**config.mk**
```make
export PLATFORM = sky130hd
export DESIGN_NAME = tsync_ce_reset
export DESIGN_NICKNAME = d
export VERILOG_FILES = /design/src/rtl/ce_rst_pkg.sv /design/src/rtl/cer_prescaler.sv /design/src/rtl/cer_carry_flag.sv /design/src/rtl/cer_arm_fsm.sv /design/src/rtl/tsync_ce_reset.sv
export SDC_FILE = /design/constraint.sdc
export NUM_CORES = 1
export LEC_CHECK = 0
export BUFFER_PORTS_ARGS = -buffer_cell sky130_fd_sc_hd__buf_2
export CORE_UTILIZATION = 55
export CTS_BUF_LIST = sky130_fd_sc_hd__clkbuf_4 sky130_fd_sc_hd__clkbuf_8 sky130_fd_sc_hd__clkbuf_16
export DETAILED_ROUTE_END_ITERATION = 10
export PLACE_DENSITY = 0.72
export SYNTH_ARGS = -nofsm -noshare
export SYNTH_HDL_FRONTEND = slang
export SYNTH_SLANG_ARGS = --single-unit
```
**constraint.sdc**
```tcl
create_clock -name clk -period 3.05 [get_ports clk]
set_input_delay 0.305 -clock clk [delete_from_list [all_inputs] [get_ports clk]]
set_output_delay 0.305 -clock clk [all_outputs]
set_load 0.005 [all_outputs]
```
**src/rtl/ce_rst_pkg.sv**
```systemverilog
package ce_rst_pkg;

    typedef enum logic [1:0] {
        ST_IDLE  = 2'd0,
        ST_ARMED = 2'd1,
        ST_FIRE  = 2'd2
    } cer_state_e;

    typedef enum logic [1:0] {
        PER_1MS   = 2'b00,
        PER_5MS   = 2'b01,
        PER_100MS = 2'b10,
        PER_250MS = 2'b11
    } per_sel_e;

    localparam int unsigned NUM_PERIODS = 4;

endpackage

```
**src/rtl/cer_prescaler.sv**
```systemverilog
module cer_prescaler
    import ce_rst_pkg::*;
#(
    parameter int unsigned DIV0 = 225,
    parameter int unsigned DIV1 = 1125,
    parameter int unsigned DIV2 = 22500,
    parameter int unsigned DIV3 = 56250
) (
    input  logic       clk,
    input  logic       rst_n,
    input  logic [1:0] sel,
    input  logic       clr,
    output logic       tick
);
    localparam int unsigned DMAX_01 = (DIV0 > DIV1) ? DIV0 : DIV1;
    localparam int unsigned DMAX_23 = (DIV2 > DIV3) ? DIV2 : DIV3;
    localparam int unsigned DMAX    = (DMAX_01 > DMAX_23) ? DMAX_01 : DMAX_23;
    localparam int          CW      = $clog2(DMAX + 1);

    function automatic int unsigned div_of(input int idx);
        case (idx)
            0:       return DIV0;
            1:       return DIV1;
            2:       return DIV2;
            default: return DIV3;
        endcase
    endfunction

    // terminal-count table, one entry per selectable period
    logic [CW-1:0] term_tab [NUM_PERIODS];
    for (genvar g = 0; g < NUM_PERIODS; g++) begin : g_term
        assign term_tab[g] = CW'(div_of(g) - 1);
    end

    logic [CW-1:0] term;
    logic [CW-1:0] cnt;

    always_comb begin
        unique case (per_sel_e'(sel))
            PER_1MS:   term = term_tab[0];
            PER_5MS:   term = term_tab[1];
            PER_100MS: term = term_tab[2];
            PER_250MS: term = term_tab[3];
            default:   term = term_tab[0];
        endcase
    end

    // wraps at or past the terminal count so a shorter select never overruns
    always_ff @(posedge clk) begin
        if (!rst_n) begin
            cnt <= '0;
        end else if (clr || cnt >= term) begin
            cnt <= '0;
        end else begin
            cnt <= cnt + CW'(1);
        end
    end

    assign tick = rst_n && (cnt >= term);

    p_clear_r9: assert property (@(posedge clk) disable iff (!rst_n)
        clr |=> (cnt == '0));

    p_bound_r2: assert property (@(posedge clk) disable iff (!rst_n)
        cnt < CW'(DMAX));

    p_tick_wrap_r2: assert property (@(posedge clk) disable iff (!rst_n)
        tick |=> (cnt == '0));

endmodule

```
**src/rtl/cer_carry_flag.sv**
```systemverilog
module cer_carry_flag (
    input  logic clk,
    input  logic rst_n,
    input  logic tick,
    input  logic rd,
    output logic flag
);
    // a set pulse outranks a clearing read in the same cycle
    always_ff @(posedge clk) begin
        if (!rst_n) begin
            flag <= 1'b0;
        end else if (tick) begin
            flag <= 1'b1;
        end else if (rd) begin
            flag <= 1'b0;
        end
    end

    p_set_r10: assert property (@(posedge clk) disable iff (!rst_n)
        tick |=> flag);

    p_read_clear_r10: assert property (@(posedge clk) disable iff (!rst_n)
        (rd && !tick) |=> !flag);

    p_hold_r10: assert property (@(posedge clk) disable iff (!rst_n)
        (!rd && !tick) |=> $stable(flag));

endmodule

```
**src/rtl/cer_arm_fsm.sv**
```systemverilog
module cer_arm_fsm
    import ce_rst_pkg::*;
(
    input  logic clk,
    input  logic rst_n,
    input  logic ce_in,
    input  logic tick,
    input  logic rd,
    output logic ce_rst
);
    cer_state_e state;
    cer_state_e state_nx;
    logic       ce_q;
    logic       ce_rise;

    always_ff @(posedge clk) begin
        if (!rst_n) begin
            ce_q <= 1'b0;
        end else begin
            ce_q <= ce_in;
        end
    end

    assign ce_rise = ce_in && !ce_q;

    always_comb begin
        state_nx = state;
        unique case (state)
            ST_IDLE: begin
                if (ce_rise) begin
                    state_nx = ST_ARMED;
                end
            end
            ST_ARMED: begin
                if (!ce_in) begin
                    state_nx = ST_IDLE;      // cancel
                end else if (tick && !rd) begin
                    state_nx = ST_FIRE;      // take the restart
                end
                // tick with a read: stay armed (defer)
            end
            ST_FIRE: begin
                state_nx = ST_IDLE;
            end
            default: begin
                state_nx = ST_IDLE;
            end
        endcase
    end

    // state register
    always_ff @(posedge clk) begin
        if (!rst_n) begin
            state <= ST_IDLE;
        end else begin
            state <= state_nx;
        end
    end

    // outputs
    always_comb begin
        ce_rst = (state == ST_FIRE);
    end

    p_fire_cause_r3: assert property (@(posedge clk) disable iff (!rst_n)
        ce_rst |-> $past(tick && !rd && ce_in));

    p_defer_r4: assert property (@(posedge clk) disable iff (!rst_n)
        (tick && rd) |=> !ce_rst);

    p_cancel_r6: assert property (@(posedge clk) disable iff (!rst_n)
        !ce_in |=> !ce_rst);

    p_one_cycle_r8: assert property (@(posedge clk) disable iff (!rst_n)
        ce_rst |=> !ce_rst);

endmodule

```
**src/rtl/tsync_ce_reset.sv**
```systemverilog
module tsync_ce_reset
    import ce_rst_pkg::*;
#(
    parameter int unsigned DIV0 = 225,
    parameter int unsigned DIV1 = 1125,
    parameter int unsigned DIV2 = 22500,
    parameter int unsigned DIV3 = 56250
) (
    input  logic       clk,
    input  logic       rst_n,
    input  logic       ce_in,
    input  logic [1:0] per_sel,
    input  logic       flag_rd,
    output logic       carry_flag,
    output logic       tick,
    output logic       ce_rst
);
    logic tick_w;
    logic rst_w;

    cer_prescaler #(
        .DIV0(DIV0),
        .DIV1(DIV1),
        .DIV2(DIV2),
        .DIV3(DIV3)
    ) u_presc (
        .clk  (clk),
        .rst_n(rst_n),
        .sel  (per_sel),
        .clr  (rst_w),
        .tick (tick_w)
    );

    cer_carry_flag u_flag (
        .clk  (clk),
        .rst_n(rst_n),
        .tick (tick_w),
        .rd   (flag_rd),
        .flag (carry_flag)
    );

    cer_arm_fsm u_fsm (
        .clk   (clk),
        .rst_n (rst_n),
        .ce_in (ce_in),
        .tick  (tick_w),
        .rd    (flag_rd),
        .ce_rst(rst_w)
    );

    assign tick   = tick_w;
    assign ce_rst = rst_w;

    p_no_tick_with_rst_r9: assert property (@(posedge clk) disable iff (!rst_n)
        ce_rst |-> !tick);

endmodule

```
Word level (Yosys, flattened, before mapping):

Index checks and enable logic that the tools add are counted.
Widths: inputs -> output; s select.

* shift-type cells: 0
* muxes and demuxes: 7
* multipliers: 0
* add/sub/neg operators: 1
* equality and inequality tests: 7
* divide/modulo/power cells: 0
* bitwise operators: 1
* magnitude comparators: 1
* reductions and logical operators: 11

Operators by type and width (count)
* $pmux 16 s4: 1
* $add 16x1->16 const B: 1
* $ge 16x16->1: 1
* $eq 2x2->1 const B: 3
* $mux 2: 3
* $eq 2x1->1 const B: 2
* $logic_not 2->1: 2
* $pmux 2 s2: 1
* $logic_and 1x1->1: 3
* $ne 3x2->1 const B: 1
* $logic_not 1->1: 2
* $mux 1: 2
* $ne 2x1->1 const B: 1
* $reduce_and 2->1: 1
* $reduce_bool 2->1: 1
* $reduce_or 2->1: 1
* $logic_or 1x1->1: 1
* $not 1->1: 1

* input port bits: 6
* flip-flop bits (word level): 20
* bits in latches: 0
* word-level logic and storage cells: 32
* memory bits (writable): 0
* memories: 0
* memory bits (read-only): 0

Longest topological paths before layout:

* word-level depth: 8
* depth in mapped cells: 11
* depth with buffers taken out: 10

Modules after synthesis:

A second synthesis with hierarchy kept.

* cell total of the unflattened synthesis: 133
* area total of the unflattened synthesis: 1287.5 µm²

By module, submodules not included
* cer_prescaler: area each 1123.6 µm², cells an instance 119, instances 1
* cer_arm_fsm: area each 122.6 µm², cells an instance 11, instances 1
* cer_carry_flag: area each 41.3 µm², cells an instance 3, instances 1

Least setup slack after synthesis:

No wires, ideal clock.

* kind: input port to output port
* start point: input port per_sel[0]
* end point: output port tick
* arrival: 2.078 ns
* path slack: 0.667 ns
* path buffers: 0
* cell stages on the path: 10
* data required time: 2.745 ns
* path through: inv_1 -> ha_1 -> or2_2 -> inv_1 -> ha_1 -> a21oi_1 -> o21ai_0 -> a221oi_2 -> nand2_1 -> and2_1

* longest elaborated chain between the ends: 4
* elaborated cells on any way between the ends: 7
* those cells by class: order compare: 1; eq/ne: 3; mux: 1; reduce/logical: 2

RTL lines
* start, declared: RTL line tsync_ce_reset.sv:12 `input logic [1:0] per_sel,`
* $eq 2x2->1 (tied with other cells): RTL line cer_prescaler.sv:39 `unique case (per_sel_e'(sel))`
* $pmux 16 s4 *: RTL line cer_prescaler.sv:39
* $ge 16x16->1 *: RTL line cer_prescaler.sv:59 `assign tick = rst_n && (cnt >= term);`
* $logic_and 1x1->1 *: RTL line cer_prescaler.sv:59
* end, declared: RTL line tsync_ce_reset.sv:15 `output logic tick,`

Every way passes the cells marked *; elsewhere a longest branch is shown, timed or not. The select of a mux whose other input is x is not followed.

Final worst setup path:

Ends and elaborated chain as after synthesis.

==> results.md <==
- Status: finished clean
- Final-report hold violation count: 0
- Setup crit start kind: input port
- Post-synth top area share: 0.320
- # hold bufs at CTS: 0
- Total power: 0.544 mW
- Initial antenna violation count: 0
- Worst-case headroom to the max-slew limit: 0.763
- Count of endpoints failing setup in the final report: 0
- Antenna diodes: 0
- Total DRC errors in the routed layout: 0
- P&R area growth vs syn: 8.21%
- Setup repair after global routing missed its margin: no
- Post-DP HPWL: 1630 um
- Worst setup slack after layout: 219 ps
- Worst Setup SP: per_sel[0]
- Global-route wire length before repair: 4050 um
- Critical-path maximum fanout: 5
- Vias in the first global route: 949
- Met2 Track Usage GR: 0.345
- Worst skew pair latency: 310 ps
- Final net count: 166
- Total core area: 2040 um^2
- Starting density of the core: 0.612
- First-pass detailed-route iteration total: 4
- Pin count of the biggest net entering global routing: 17
- Fmax: 353 MHz
- Largest incremental delay on the critical path: 370 ps
- I/O pin count: 9
- CTS Root Buffer Type: clkbuf_4
- Die extent in y: 49.7 um
- Filler cells: 189
- Clock edge transition at the registers on the reported setup and hold paths: 110 ps
- Cell chain of the critical path: buf_2 -> inv_1 -> ha_1 -> or2_2 -> inv_1 -> ha_1 -> a21oi_1 -> o21ai_0 -> a221oi_2 -> nand2_1 -> and2_1 -> buf_2
- Routing usage on met1: 0.282
- Min-Delay Startpoint: ce_in
- Total clock buffers created by CTS: 3
- Most area-consuming cells after synthesis: dfxtp_1, ha_1, xor2_1
- Share of layout cells above drive strength 1: 0.197
- Area enclosed by the die boundary: 2470 um^2
- Via Count: 945
- Worst path buffer plus inverter count: 4
- Antenna viol nets, final: 0
- H-tree depth reported by CTS: 1
- Cell count after synthesis: 132
- Number of max-capacitance violations reported: 0
- Share of the yosys chip area belonging to registers: 0.320
- FF+latch area: 400 um^2
- Wirelength, routed: 2220 um
- Routed length per instance: 13.1 um
- # resized after CTS: 0
- Final min period: 2830 ps
- Total Routing Usage GR: 0.213
- Average cell area after synthesis: 9.47 um^2
- Data arrival at the endpoint of the critical path: 2530 ps
- Pre-CTS worst setup slack: 226 ps
- Leakage: 0.592 nW
- Hold Path Class: input port to register
- Met3 routing resource usage after global routing: 0.0494
- WHS: 221 ps
- Buffers added on ports: 8
- Endpoint required time on the critical path: 2740 ps
- Setup TNS after final layout: 0 ps
- Reg-to-Reg Start: u_presc.cnt[9]
- Via count normalized by instance count: 5.59
- Overall die width: 49.7 um
- Cell taking the most area after synthesis: dfxtp_1
- Setup clock skew after layout: 3.87 ps
- Peak-usage layer in the global routing report: met2
- Post-Syn Nets: 155
- Critical Path Sink Type: output port
- Post-synthesis instance area: 1250 um^2
- Violation count after the first detailed-route iteration: 26
- Placer congestion estimate: 0.865
- Total number of placement rows: 16
- Number of library cell types mapped by synthesis: 32
- Synth warnings: 0
- Slew of the pin with the lowest slew margin: 355 ps
- Final slew viol count: 0
- Number of sinks driven by the clock tree: 20
- WS Path Type: input port to output port
- Count of state elements after synthesis: 20
- Clock Path Buffers: 2
- Kind of cell adding the most delay to the critical path: simple AND/OR/NAND/NOR gates
- Max stage delay cell, worst path: a221oi_2
- Worst supply voltage drop on vdd: 0.000296 V
- Area of combinational cells with multiple inputs: 796 um^2
- Post-CTS setup-driven buffer insertion count: 0
- Final global-route overflow total: 0
- Cell Pwr Density: 403 nW/um^2
- Final cycle utilization of the critical path: 0.928
- Clock tree from TritonCTS: yes
[path summary, 6_finish.rpt]
check | endpoint | slack (ps) | depth (start not counted)
worst min-delay path | u_fsm.ce_q | 220 | 2
worst max-delay path | tick | 220 | 12
worst max register to register | u_presc.cnt[10] | 1140 | 6
worst min register to register | u_presc.cnt[15] | 540 | 2
[layout make-up]
cell class	instances	share of cell area
Tap cell	27	0.0250
Sequential cell	20	0.296
Clock buffer	3	0.0167
Multi-Input combinational cell	102	0.588
Clock inverter	1	0.0222
Inverter	8	0.0222
Timing Repair Buffer	8	0.0296
[flip-flops by register name (all words and copies together), names as in the netlist]
name	count
u_presc.cnt	16
u_fsm.state	2
u_flag.flag	1
u_fsm.ce_q	1
[Yosys cell counts, drive strengths merged]
master / number
a211oi: 1
a21oi: 6
a221oi: 1
a31oi: 1
and2: 3
and3: 2
and4: 3
and4b: 1
buf: 1
clkbuf: 1
dfxtp: 20
ha: 17
inv: 8
nand2: 6
nand2b: 1
nand3: 6
nand4: 5
nand4b: 1
nor2: 20
nor2b: 3
o211ai: 4
o21a: 2
o21ai: 2
o21bai: 1
or2: 1
or4: 1
xnor2: 2
xor2: 12
[metal layers]
metal  up-vias  wire length, um
li1        483                -
met1       440             1120
met2        16              967
met3         6               87
met4         0               38
met5         -                0
[kinds of logic after synthesis]
logic type / share of synthesized area
and+or+nand+nor: 0.258
DFF: 0.320
AOI/OAI and AO/OA: 0.110
adders and majority gates: 0.170
xor gates and xnor gates: 0.0981
buffers and inverters: 0.0430
[power by group]
group	internal (mW)	switching [mW]	leakage (nW)
clock network	0.133	0.0862	0.0279
registers	0.266	0.00696	0.162
logic	0.0224	0.0299	0.402
total	0.421	0.123	0.592
[stage by stage]
stage,instances,utilization,instance area [um^2]
2_1_floorplan,132,-,1250
3_3_place_gp,165,0.637,1300
3_5_place_dp,165,0.637,1300
4_1_cts,169,0.662,1350
5_1_grt,169,0.662,1350
6_report,169,0.662,1350
[cells in the final DEF, fill, tap and decap left out, drive strengths merged, types with 2 or more instances in the layout]
master  instances
nor2b           3
nand4           5
o21ai           2
nand2           6
and3            2
o211ai          4
nand3           6
dfxtp          20
and2            3
xnor2           2
xor2           12
buf             8
and4            3
nor2           20
ha             17
o21a            2
inv             8
a21oi           6
clkbuf          3
Power figures use the tool's default switching activity.
